### src/rtl/plp_xtr_pkg.sv
package plp_xtr_pkg;

    // Default sizing shared by the extractor and its helpers
    localparam int DEF_NUM_SEL = 4;
    localparam int DEF_ADDR_W  = 20;
    localparam int DEF_BLK_W   = 8;
    localparam int DEF_CPB_W   = 12;
    localparam int DEF_DATA_W  = 16;

    function automatic int max_int(input int a, input int b);
        return (a > b) ? a : b;
    endfunction

    function automatic int tag_width(input int n);
        return (n > 1) ? $clog2(n) : 1;
    endfunction

endpackage

### src/rtl/plp_range_calc.sv
// Turns start/blocks/cells-per-block into an exclusive end address per lane
module plp_range_calc #(
    parameter int NUM_SEL = 4,
    parameter int ADDR_W  = 20,
    parameter int BLK_W   = 8,
    parameter int CPB_W   = 12,
    parameter int END_W   = 21
) (
    input  logic [NUM_SEL*ADDR_W-1:0] start_flat,
    input  logic [NUM_SEL*BLK_W-1:0]  blocks_flat,
    input  logic [NUM_SEL-1:0]        enable,
    input  logic [CPB_W-1:0]          cells_per_block,
    output logic [NUM_SEL*END_W-1:0]  end_flat,
    output logic [NUM_SEL-1:0]        live
);
    localparam int PROD_W = BLK_W + CPB_W;

    for (genvar g = 0; g < NUM_SEL; g++) begin : g_lane
        logic [PROD_W-1:0] span;
        logic [BLK_W-1:0]  blk;
        always_comb begin
            blk  = blocks_flat[g*BLK_W +: BLK_W];
            span = PROD_W'(blk) * PROD_W'(cells_per_block);
            end_flat[g*END_W +: END_W] = END_W'(start_flat[g*ADDR_W +: ADDR_W])
                                       + END_W'(span);
            // zero blocks or disabled lane never matches
            live[g] = enable[g] && (blk != '0);
        end
    end

endmodule

### src/rtl/plp_range_match.sv
// Per-lane window compare of the current cell address
module plp_range_match #(
    parameter int NUM_SEL = 4,
    parameter int ADDR_W  = 20,
    parameter int END_W   = 21
) (
    input  logic [ADDR_W-1:0]         addr,
    input  logic [NUM_SEL*ADDR_W-1:0] start_flat,
    input  logic [NUM_SEL*END_W-1:0]  end_flat,
    input  logic [NUM_SEL-1:0]        live,
    output logic [NUM_SEL-1:0]        hit
);
    for (genvar g = 0; g < NUM_SEL; g++) begin : g_cmp
        logic ge_start;
        logic lt_end;
        always_comb begin
            ge_start = addr >= start_flat[g*ADDR_W +: ADDR_W];
            lt_end   = END_W'(addr) < end_flat[g*END_W +: END_W];
            hit[g]   = live[g] && ge_start && lt_end;
        end
    end

endmodule

### src/rtl/plp_prio_pick.sv
// Lowest set index wins
module plp_prio_pick #(
    parameter int NUM_SEL = 4,
    parameter int TAG_W   = 2
) (
    input  logic [NUM_SEL-1:0] hit,
    output logic               any,
    output logic [TAG_W-1:0]   idx
);
    always_comb begin
        any = 1'b0;
        idx = '0;
        for (int i = NUM_SEL - 1; i >= 0; i--) begin
            if (hit[i]) begin
                any = 1'b1;
                idx = TAG_W'(i);
            end
        end
    end

endmodule

### src/rtl/plp_cell_extractor.sv
module plp_cell_extractor
    import plp_xtr_pkg::*;
#(
    parameter int NUM_SEL = DEF_NUM_SEL,
    parameter int ADDR_W  = DEF_ADDR_W,
    parameter int BLK_W   = DEF_BLK_W,
    parameter int CPB_W   = DEF_CPB_W,
    parameter int DATA_W  = DEF_DATA_W,
    localparam int TAG_W  = tag_width(NUM_SEL)
) (
    input  logic                      clk,
    input  logic                      rst_n,
    input  logic                      frame_start,
    input  logic                      in_valid,
    input  logic [DATA_W-1:0]         in_data,
    input  logic [CPB_W-1:0]          cfg_cells_per_block,
    input  logic [NUM_SEL-1:0]        cfg_enable,
    input  logic [NUM_SEL*ADDR_W-1:0] cfg_start,
    input  logic [NUM_SEL*BLK_W-1:0]  cfg_blocks,
    output logic                      out_valid,
    output logic [DATA_W-1:0]         out_data,
    output logic [TAG_W-1:0]          out_tag,
    output logic                      out_frame_start
);
    localparam int END_W = max_int(ADDR_W, BLK_W + CPB_W) + 1;

    typedef struct packed {
        logic [ADDR_W-1:0]         cnt;
        logic [NUM_SEL*ADDR_W-1:0] start;
        logic [NUM_SEL*END_W-1:0]  stop;
        logic [NUM_SEL-1:0]        live;
        logic                      vld;
        logic [DATA_W-1:0]         data;
        logic [TAG_W-1:0]          tag;
        logic                      fs;
    } state_t;

    state_t st_d, st_q;

    // Freshly computed ranges from the configuration inputs
    logic [NUM_SEL*END_W-1:0] new_stop;
    logic [NUM_SEL-1:0]       new_live;

    plp_range_calc #(
        .NUM_SEL(NUM_SEL), .ADDR_W(ADDR_W), .BLK_W(BLK_W),
        .CPB_W(CPB_W), .END_W(END_W)
    ) u_calc (
        .start_flat      (cfg_start),
        .blocks_flat     (cfg_blocks),
        .enable          (cfg_enable),
        .cells_per_block (cfg_cells_per_block),
        .end_flat        (new_stop),
        .live            (new_live)
    );

    // Ranges in force this cycle: the marker cycle already uses new ones
    logic [ADDR_W-1:0]         cur_addr;
    logic [NUM_SEL*ADDR_W-1:0] eff_start;
    logic [NUM_SEL*END_W-1:0]  eff_stop;
    logic [NUM_SEL-1:0]        eff_live;

    always_comb begin
        if (frame_start) begin
            cur_addr  = '0;
            eff_start = cfg_start;
            eff_stop  = new_stop;
            eff_live  = new_live;
        end else begin
            cur_addr  = st_q.cnt;
            eff_start = st_q.start;
            eff_stop  = st_q.stop;
            eff_live  = st_q.live;
        end
    end

    logic [NUM_SEL-1:0] hit;
    logic               hit_any;
    logic [TAG_W-1:0]   hit_idx;

    plp_range_match #(
        .NUM_SEL(NUM_SEL), .ADDR_W(ADDR_W), .END_W(END_W)
    ) u_match (
        .addr       (cur_addr),
        .start_flat (eff_start),
        .end_flat   (eff_stop),
        .live       (eff_live),
        .hit        (hit)
    );

    plp_prio_pick #(
        .NUM_SEL(NUM_SEL), .TAG_W(TAG_W)
    ) u_pick (
        .hit (hit),
        .any (hit_any),
        .idx (hit_idx)
    );

    always_comb begin
        st_d       = st_q;
        st_d.start = eff_start;
        st_d.stop  = eff_stop;
        st_d.live  = eff_live;
        st_d.cnt   = in_valid ? cur_addr + ADDR_W'(1) : cur_addr;
        st_d.vld   = in_valid && hit_any;
        st_d.fs    = frame_start;
        if (in_valid && hit_any) begin
            st_d.data = in_data;
            st_d.tag  = hit_idx;
        end
    end

    always_ff @(posedge clk or negedge rst_n) begin
        if (!rst_n) begin
            st_q <= '0;
        end else begin
            st_q <= st_d;
        end
    end

    assign out_valid       = st_q.vld;
    assign out_data        = st_q.data;
    assign out_tag         = st_q.tag;
    assign out_frame_start = st_q.fs;

endmodule

### config.mk
export PLATFORM = sky130hd
export DESIGN_NAME = plp_cell_extractor
export DESIGN_NICKNAME = d
export VERILOG_FILES = /design/src/rtl/plp_xtr_pkg.sv /design/src/rtl/plp_range_calc.sv /design/src/rtl/plp_range_match.sv /design/src/rtl/plp_prio_pick.sv /design/src/rtl/plp_cell_extractor.sv
export SDC_FILE = /design/constraint.sdc
export NUM_CORES = 1
export LEC_CHECK = 0
export BUFFER_PORTS_ARGS = -buffer_cell sky130_fd_sc_hd__buf_4
export CAP_MARGIN = 10
export CORE_MARGIN = 5
export CORE_UTILIZATION = 52
export CTS_CLUSTER_DIAMETER = 200
export DETAILED_ROUTE_END_ITERATION = 8
export PLACE_DENSITY = 0.77
export RECOVER_POWER = 100
export SYNTH_ARGS = -nofsm -noshare
export SYNTH_HDL_FRONTEND = slang
export SYNTH_SLANG_ARGS = --single-unit
### constraint.sdc
create_clock -name clk -period 3.5 [get_ports clk]
set_clock_uncertainty 0.1 [all_clocks]
set_input_delay 0.175 -clock clk [delete_from_list [all_inputs] [get_ports clk]]
set_output_delay 0.175 -clock clk [all_outputs]
set_load 0.05 [all_outputs]
# Yosys cells after proc, flatten, opt, wreduce, memory -nomap -nowiden
# Cells that the tools add are included.
# word_totals
n_memories,0
out_inout_bits,20
word_cells,55
ram_bits,0
romBits,0
latch_bits,0
ff_bits,208
# classes
n_reduce_logical,17
eq_ne,0
bitwise_logic,0
multipliers,4
shift,0
div,0
add_sub_neg,5
order_cmp,8
muxes,13
# ops
cell,n
adder 20 x 20 -> 21 bit,4
< comparator 20 x 21 -> 1 bit,4
two-way mux 84 bit,1
greater-or-equal comparator 20 bit,4
multiplier 8 x 12 -> 20 bit,4
two-way mux 80 bit,1
two-way mux 20 bit,2
nonzero test 8 bit,4
adder 20 x 1 -> 20 bit (second input constant),1
logical AND 1 bit,13
two-way mux 2 bit,4
two-way mux 1 bit,4
two-way mux 4 bit,1

# Logic depth before layout (Yosys ltp)
# Gate-level depths: netlist of the first run.
# depth
depth_word,10
depth_mapped,32

# Modules after synthesis
# Synthesis of the first run repeated with hierarchy kept, for this count alone.
# unflattened
hier_cells,2858
hier_area_um2,26724.4
# by_module_without_submodules
module,cells_per_inst,area_each_um2,instances
plp_range_calc,1795,14664.1,1
plp_cell_extractor,507,8132.8,1
plp_range_match,549,3892.5,1
plp_prio_pick,7,35.0,1

# Worst setup path before layout of the first run
# No wires, ideal clock.
# synth_timing
path_type,input to register
from,in cfg_blocks[16]
to,"reg st_q, in the netlist out_data[10]"
setup_time_ns,0.125
required_ns,3.275
path_buffers,3
path_slack_ns,-2.966
stages,31
arrival_ns,6.241
cell_sequence,clkbuf_1 -> nand2_1 -> fa_1 -> inv_1 -> ha_1 -> ha_1 -> inv_1 -> fa_1 -> inv_1 -> ha_1 -> fa_1 -> a21o_1 -> a21o_1 -> a21oi_1 -> o21ai_0 -> a21oi_1 -> nor2b_1 -> o21a_1 -> or3_1 -> a31oi_1 -> ha_1 -> a31oi_1 -> o2bb2ai_1 -> a41oi_2 -> a221o_1 -> nand3_1 -> o211a_1 -> o31a_1 -> buf_6 -> buf_12 -> mux2_4
# synth_lines
element,line,text
"start, declared",plp_cell_extractor.sv:19,"input logic [NUM_SEL*BLK_W-1:0] cfg_blocks,"
"end signal, assigned",plp_cell_extractor.sv:116,st_q <= st_d;
"end, declared",plp_cell_extractor.sv:38,"state_t st_d, st_q;"

# Worst setup path in the final report of the first run
# layout_timing
from,in cfg_cells_per_block[6]
to,"reg st_q, in the netlist out_data[15]"
# layout_via
elab_chain_cells,10
word_cells_on_any_way,22
cone_classes,4 x add/sub; 4 x mul; 4 x order compare; 5 x mux; 5 x reduce/logical
# layout_lines
element,line,text
"start, declared",plp_cell_extractor.sv:16,"input logic [CPB_W-1:0] cfg_cells_per_block,"
multiplier 8 x 12 -> 20 bit,plp_range_calc.sv:23,span = PROD_W'(blk) * PROD_W'(cells_per_block);
adder 20 x 20 -> 21 bit,plp_range_calc.sv:25,+ END_W'(span);
two-way mux 84 bit *,plp_cell_extractor.sv:63,if (frame_start) begin
< comparator 20 x 21 -> 1 bit,plp_range_match.sv:18,lt_end = END_W'(addr) < end_flat[g*END_W +: END_W];
logical AND 1 bit,plp_range_match.sv:19,hit[g] = live[g] && ge_start && lt_end;
two-way mux 1 bit (3 in series),plp_prio_pick.sv:14,if (hit[i]) begin
two-way mux 1 bit *,plp_prio_pick.sv:14,
logical AND 1 bit *,plp_cell_extractor.sv:106,if (in_valid && hit_any) begin
# Mark *: on every way between the ends. The rest lies on a longest branch, timed or not.
# A chain may end at the register's enable or synchronous reset.

==> flow_summary.ini, run 1 <==
[outcome]
outcome = finished with violations
failed_checks = max-capacitance violations, max-slew violations, negative setup slack

[clock_network]
clock_tree.buffer_depth = 3
cts_tree = yes
clock_latency_ps = 550
cts.sinks = 208
path_clk_slew_ps = 60
htreeDepth = 1
cts-root-buf = clkbuf_16
cts_buffers = 26

[layout]
ff_latch_area_mm2 = 0.00520
final_nets = 4373
multi_input_area_mm2 = 0.0203
layout-drive-gt1-share_pct = 31.2
final_cell_count_no_fill = 4292
syn2layout_area_growth_pct = 37.3
n_fill_cell = 3381
fin_area_mm2 = 0.0367

[setup_path]
r2r-end = out_data[9]$_DFFE_PN0P_
critPathMaxFanout = 8
crit_top_cell = fa_1
crit_required_ps = 3820
start_kind = primary input
path_class = primary input to flip-flop
cp.arrival_ps = 6900
r2r_slack_ps = -380
critPathSlowestCell = fa_1
rr_startpoint = st_q[192]$_DFF_PN0_
endpoint_kind = flip-flop
r2r_cells = 17
max_stage_delay_ps = 570

[placement]
gp_congestion = 0.972
dp_hpwl_mm = 66.0
port_buffers = 167
dp_cells = 4063
dpl_cell_area_mm2 = 0.0326

[timing]
fin_hold_ws_ps = 24.6
tns_ps = -85520
layout_setup_ws_ps = -3080
rsz0062_at_grt = true
fmax_ghz = 0.152
worstMarginPinSlew_ps = 2780
drv_slew = 129
period_minus_slack_ps = 6580
finalCritPeriodShare_pct = 188
slew_headroom_pct = -85.4
hold_violations = 0
setup-violations-final = 72

[drt]
dr.first_iter.drc_count = 1838
viasPerCell = 5.51
first_pass_iters = 5
drt_wl_total_mm = 91.2
wl_per_cell_um = 21.2
via_count = 23700
antenna_left = 0
drc = 0

[power_and_ir_drop]
p_total_uw = 29500
power_frac_comb_pct = 79.3
power.internal_uw = 16400
seqPwrFrac_pct = 11.0
power-per-cell-area_mw_per_mm2 = 804
ir_drop_uv = 691
p_leak_uw = 0.0196
pwr-share-clk_pct = 9.7
switching_share_pct = 44.4
p_sw_uw = 13100

[synthesis]
yosysTopAreaCell = fa_1
synthArstFlopShare_pct = 100
ys_seq_area_share_pct = 19.5
yosys_warnings = 0
ys_ff_latch = 208
synthCells = 2886
synth_edf_count = 0
mappedNetlistNets = 3667
ys.flop_type = dfrtp_1
yosys-top-cells-area = fa_1 (24%), dfrtp_1 (19%), ha_1 (15%)
yosysUniqueCellTypes = 74
synth_common_cells = inv_1 (695), ha_1 (317), fa_1 (316)
yosysMostFrequentCell = inv_1
syn-cell-area_mm2 = 0.0267
synth.avg_cell_area_um2 = 9.26
synth_top_area_share_pct = 23.7

[die]
coreArea_mm2 = 0.0511
rows = 83
die_x_um = 237
initial_core_util_pct = 52.3
die_area_mm2 = 0.0560
fp.dieH_um = 237
io_pins = 168

[min_path]
hp-start = cfg_start[60]
whs_endpoint = st_q[87]$_DFF_PN0_
hold_path.class = primary input to flip-flop
hold_path_depth = 3

[global_routing]
grt_max_degree = 106
grt_overflow = 0
grt_pass1_vias = 25500
grt_usage_pct = 30.6
antenna_found_initial = 1
grt_pass1_wl_mm = 138

[job]
drv_cap = 2
## worst max-delay path by stage
| stage | from | end | slack, ps |
|---|---|---|---|
| 6_report | cfg_cells_per_block[6] | out_data[15]$_DFFE_PN0P_ | -3080 |
| 5_1_grt | cfg_cells_per_block[6] | out_data[15]$_DFFE_PN0P_ | -3210 |
| 4_1_cts | cfg_cells_per_block[6] | out_data[10]$_DFFE_PN0P_ | -2590 |
| 3_5_place_dp | cfg_cells_per_block[3] | out_data[0]$_DFFE_PN0P_ | -3340 |
| 3_3_place_gp | cfg_blocks[17] | out_data[3]$_DFFE_PN0P_ | -3200 |
| 2_1_floorplan | cfg_cells_per_block[4] | out_data[10]$_DFFE_PN0P_ | -2490 |
## worst max-delay path, delay by kind of cell
kind,cells,cell delay (ps)
adders and majority gates,6,2810
AOI/OAI and AO/OA,9,1870
buffers and inverters,9,1040
muxes,2,470
and+or+nand+nor,3,290
xor gates and xnor gates,1,220
## cell usage in the layout, fill, tap and decap left out, drive strengths merged, types with 11 or more instances in the layout
| cell | instances |
|---|---|
| inv | 695 |
| buf | 637 |
| ha | 317 |
| fa | 316 |
| and2 | 239 |
| nand2 | 213 |
| dfrtp | 208 |
| mux2i | 126 |
| dlygate4sd3 | 104 |
| clkbuf | 89 |
| a21oi | 82 |
| o21ai | 67 |
| nor2 | 58 |
| a21o | 54 |
| xnor2 | 51 |
| mux2 | 50 |
| nor2b | 35 |
| nand3 | 30 |
| a211oi | 23 |
| xor2 | 22 |
| nand4 | 20 |
| nor3 | 17 |
| o21a | 15 |
| and3 | 11 |
| o21bai | 11 |
| a31oi | 11 |
## power groups by stage
stage	logic, uW	clock network [uW]	registers [uW]
3_5_place_dp	18200	0	3240
6_report	23400	2860	3240
2_1_floorplan	11800	0	3190
3_3_place_gp	17500	0	3210
5_1_grt	25200	3000	3290
4_1_cts	20400	2870	3210
## final cells by class
class | count | area share, %
multi-input cells | 1866 | 55.4
repair buffers | 794 | 18.5
flip-flops and latches | 208 | 14.2
inverters | 696 | 7.13
well taps | 680 | 2.32
clock buffers | 36 | 2.10
clock inverters | 10 | 0.372
diodes | 2 | 0.0136
## layer usage
metal / global-route usage (%) / vias to the layer above / routed length, um
li1: - / 10400 / -
met1: 39.8 / 11700 / 34800
met2: 50.9 / 1146 / 43100
met3: 5.11 / 341 / 7380
met4: 13.2 / 0 / 5920
met5: 0 / - / 0
## registers in the layout, summed over array words and instances, names as in the netlist
register and flops:
st_q 188, out_frame_start 1, out_valid 1, out_data 16, out_tag 2
## what timing repair did
action	in CTS	in global routing
endpoints found under the hold margin	210	0
hold buffers	104	0
setup buffers	45	46
gates resized for setup	210	199
setup endpoints to repair	73	75
gates cloned	6	2
pin swaps	74	158
## cell families after synthesis
logic type | count (synthesis) | synth area share [%]
buf+inv | 812 | 11.8
simple gates | 657 | 12.7
fa+ha+maj | 633 | 38.5
compound gates | 327 | 8.13
flops | 208 | 19.5
mux | 176 | 6.95
xor+xnor | 73 | 2.39
## per-stage QoR
step	setup WS, ps	utilization (%)
2_1_floorplan	-2490	-
3_3_place_gp	-3200	63.9
3_5_place_dp	-3340	63.9
4_1_cts	-2590	70.3
5_1_grt	-3210	71.8
6_report	-3080	71.8
No activity file was read; power rests on OpenSTA's default activity.
==> run 2: changes to the inputs <==
--- a/config.mk
+++ b/config.mk
@@ -5,6 +5,7 @@
 export SDC_FILE = /design/constraint.sdc
 export NUM_CORES = 1
 export LEC_CHECK = 0
+export ABC_CLOCK_PERIOD_IN_PS = 3500
 export BUFFER_PORTS_ARGS = -buffer_cell sky130_fd_sc_hd__buf_4
 export CAP_MARGIN = 10
 export CORE_MARGIN = 5
@@ -13,6 +14,7 @@
 export DETAILED_ROUTE_END_ITERATION = 8
 export PLACE_DENSITY = 0.77
 export RECOVER_POWER = 100
+export SETUP_SLACK_MARGIN = 0.5
 export SYNTH_ARGS = -nofsm -noshare
 export SYNTH_HDL_FRONTEND = slang
 export SYNTH_SLANG_ARGS = --single-unit
==> flow_summary.ini, run 2 (synthesis gave the netlist of run 1 again) <==
[clock_network]
cts_tree = yes
cts-root-buf = clkbuf_16
htreeDepth = 1
clock_latency_ps = 560
path_clk_slew_ps = 60
cts.sinks = 208
clock_tree.buffer_depth = 3
cts_buffers = 24

[timing]
drv_slew = 100
tns_ps = -84920
rsz0062_at_grt = true
slew_headroom_pct = -75.6
setup-violations-final = 110
period_minus_slack_ps = 6180
worstMarginPinSlew_ps = 2630
hold_violations = 0
finalCritPeriodShare_pct = 177
layout_setup_ws_ps = -2680
fmax_ghz = 0.162

[layout]
multi_input_area_mm2 = 0.0203
final_nets = 4329
n_fill_cell = 3434
layout-drive-gt1-share_pct = 29.6
layout_common_cells = inv_1 (644), buf_4 (522), fa_1 (295)
syn2layout_area_growth_pct = 36.1
ff_latch_area_mm2 = 0.00520
largest_register = st_q
final_common_cell = inv_1
largest_reg_flops = 188

[setup_path]
crit_family = adder cells
rr_startpoint = st_q[194]$_DFF_PN0_
cp.arrival_ps = 6510
r2r_slack_ps = -260
start_kind = primary input
max_stage_delay_ps = 500
crit_required_ps = 3830
critPathSlowestCell = fa_1
r2r_cells = 15
path_class = primary input to flip-flop
endpoint_kind = flip-flop
crit_cells = 34
crit_buf_inv = 9
r2r-end = out_data[6]$_DFFE_PN0P_
critPathMaxFanout = 8

[min_path]
whs_endpoint = st_q[111]$_DFF_PN0_
hp-start = cfg_start[3]
hold_path_depth = 5
hold_path.class = primary input to flip-flop

[die]
coreArea_mm2 = 0.0511
rows = 83
fp.dieH_um = 237
io_pins = 168
die_x_um = 237
initial_core_util_pct = 52.3
die_area_mm2 = 0.0560

[placement]
gp_congestion = 0.920
dp_hpwl_mm = 63.8
dp_slack_ps = -3270
port_buffers = 167

[drt]
wl_per_cell_um = 20.3
drt_wl_total_mm = 86.5
dr.first_iter.drc_count = 1418
viasPerCell = 5.44
antenna_left = 0
first_pass_iters = 5
via_count = 23100
drc = 0

[global_routing]
grt_max_degree = 100
grt_pass1_wl_mm = 135
grt_usage_pct = 30.0
antenna_found_initial = 6
grt_overflow = 0
grt_pass1_vias = 25400

[power_and_ir_drop]
p_leak_uw = 0.0194
power-per-cell-area_mw_per_mm2 = 779
p_total_uw = 28300
ir_drop_uv = 633

[job]
drv_cap = 2

[outcome]
outcome = finished with violations
failed_checks = max-capacitance violations, max-slew violations, negative setup slack
[run 2: cell count changes in the layout (fill, tap and decap cells not counted), moves of 11 or more]
cell / change
buf_4: -22
inv_1: +15
inv_2: -14
clkbuf_1: -12
nand2_4: -11
[run 2: cell type report]
| class | count | area share (%) |
|---|---|---|
| diodes | 4 | 0.0275 |
| clock buffers | 33 | 1.91 |
| clock inverters | 11 | 0.272 |
| inverters | 696 | 7.19 |
| multi-input cells | 1866 | 55.7 |
| flip-flops and latches | 208 | 14.3 |
| well taps | 680 | 2.34 |
| repair buffers | 752 | 18.3 |
[run 2: how the worst max path moves through the flow]
stage                          endpoint  slack (ps)                   start
2_1_floorplan  out_data[10]$_DFFE_PN0P_       -2490  cfg_cells_per_block[4]
3_3_place_gp   out_data[14]$_DFFE_PN0P_       -3190  cfg_cells_per_block[4]
3_5_place_dp    out_data[8]$_DFFE_PN0P_       -3270  cfg_cells_per_block[4]
4_1_cts         out_data[7]$_DFFE_PN0P_       -2450  cfg_cells_per_block[3]
5_1_grt         out_data[6]$_DFFE_PN0P_       -2870  cfg_cells_per_block[3]
6_report        out_data[6]$_DFFE_PN0P_       -2680  cfg_cells_per_block[3]
[run 2: where the power goes]
part | total, uW | switching [uW] | internal (uW)
clock network | 2570 | 1110 | 1470
registers | 3230 | 197 | 3040
logic | 22500 | 11100 | 11400
total | 28300 | 12400 | 15900
[run 2: worst reg2reg max path, cell delays in order, from the launching register on]
cell and delay, ps:
dfrtp_1 390, nand2_1 100, inv_1 220, buf_4 220, ha_1 280, a21o_1 170
a21oi_1 150, nor2_1 80, o21bai_1 200, a31oi_1 210, o31ai_1 460, o22ai_2 160
o31a_1 310, buf_6 150, buf_16 150, mux2_4 300
[run 2: metrics by stage]
| step | utilization, % | cells | hold WS (ps) | area (um2) |
|---|---|---|---|---|
| after global placement | 63.4 | 4006 | 178 | 32400 |
| final | 71.2 | 4250 | 42.4 | 36400 |
| after detailed placement | 63.4 | 4006 | 191 | 32400 |
| after global routing | 71.1 | 4247 | 41.9 | 36400 |
| after floorplan | - | 2886 | -221 | 28100 |
| after CTS | 69.8 | 4206 | 10.5 | 35700 |
[run 2: per-layer routing]
layer  share of wire (%)  GRT usage (%)  wire length (um)
met4                 6.2           15.3              5400
met2                  49           51.2             42100
met5               0.039              0                34
met1                  38           36.6             32800
met3                 7.0           5.24              6080
[run 2: repair_timing]
action,in CTS,in global routing
buffers inserted,44,40
endpoints found under the hold margin,205,0
pin swaps,118,107
endpoints found under the setup margin,83,86
gates cloned,9,0
hold buffers,103,0
resized for setup,210,125
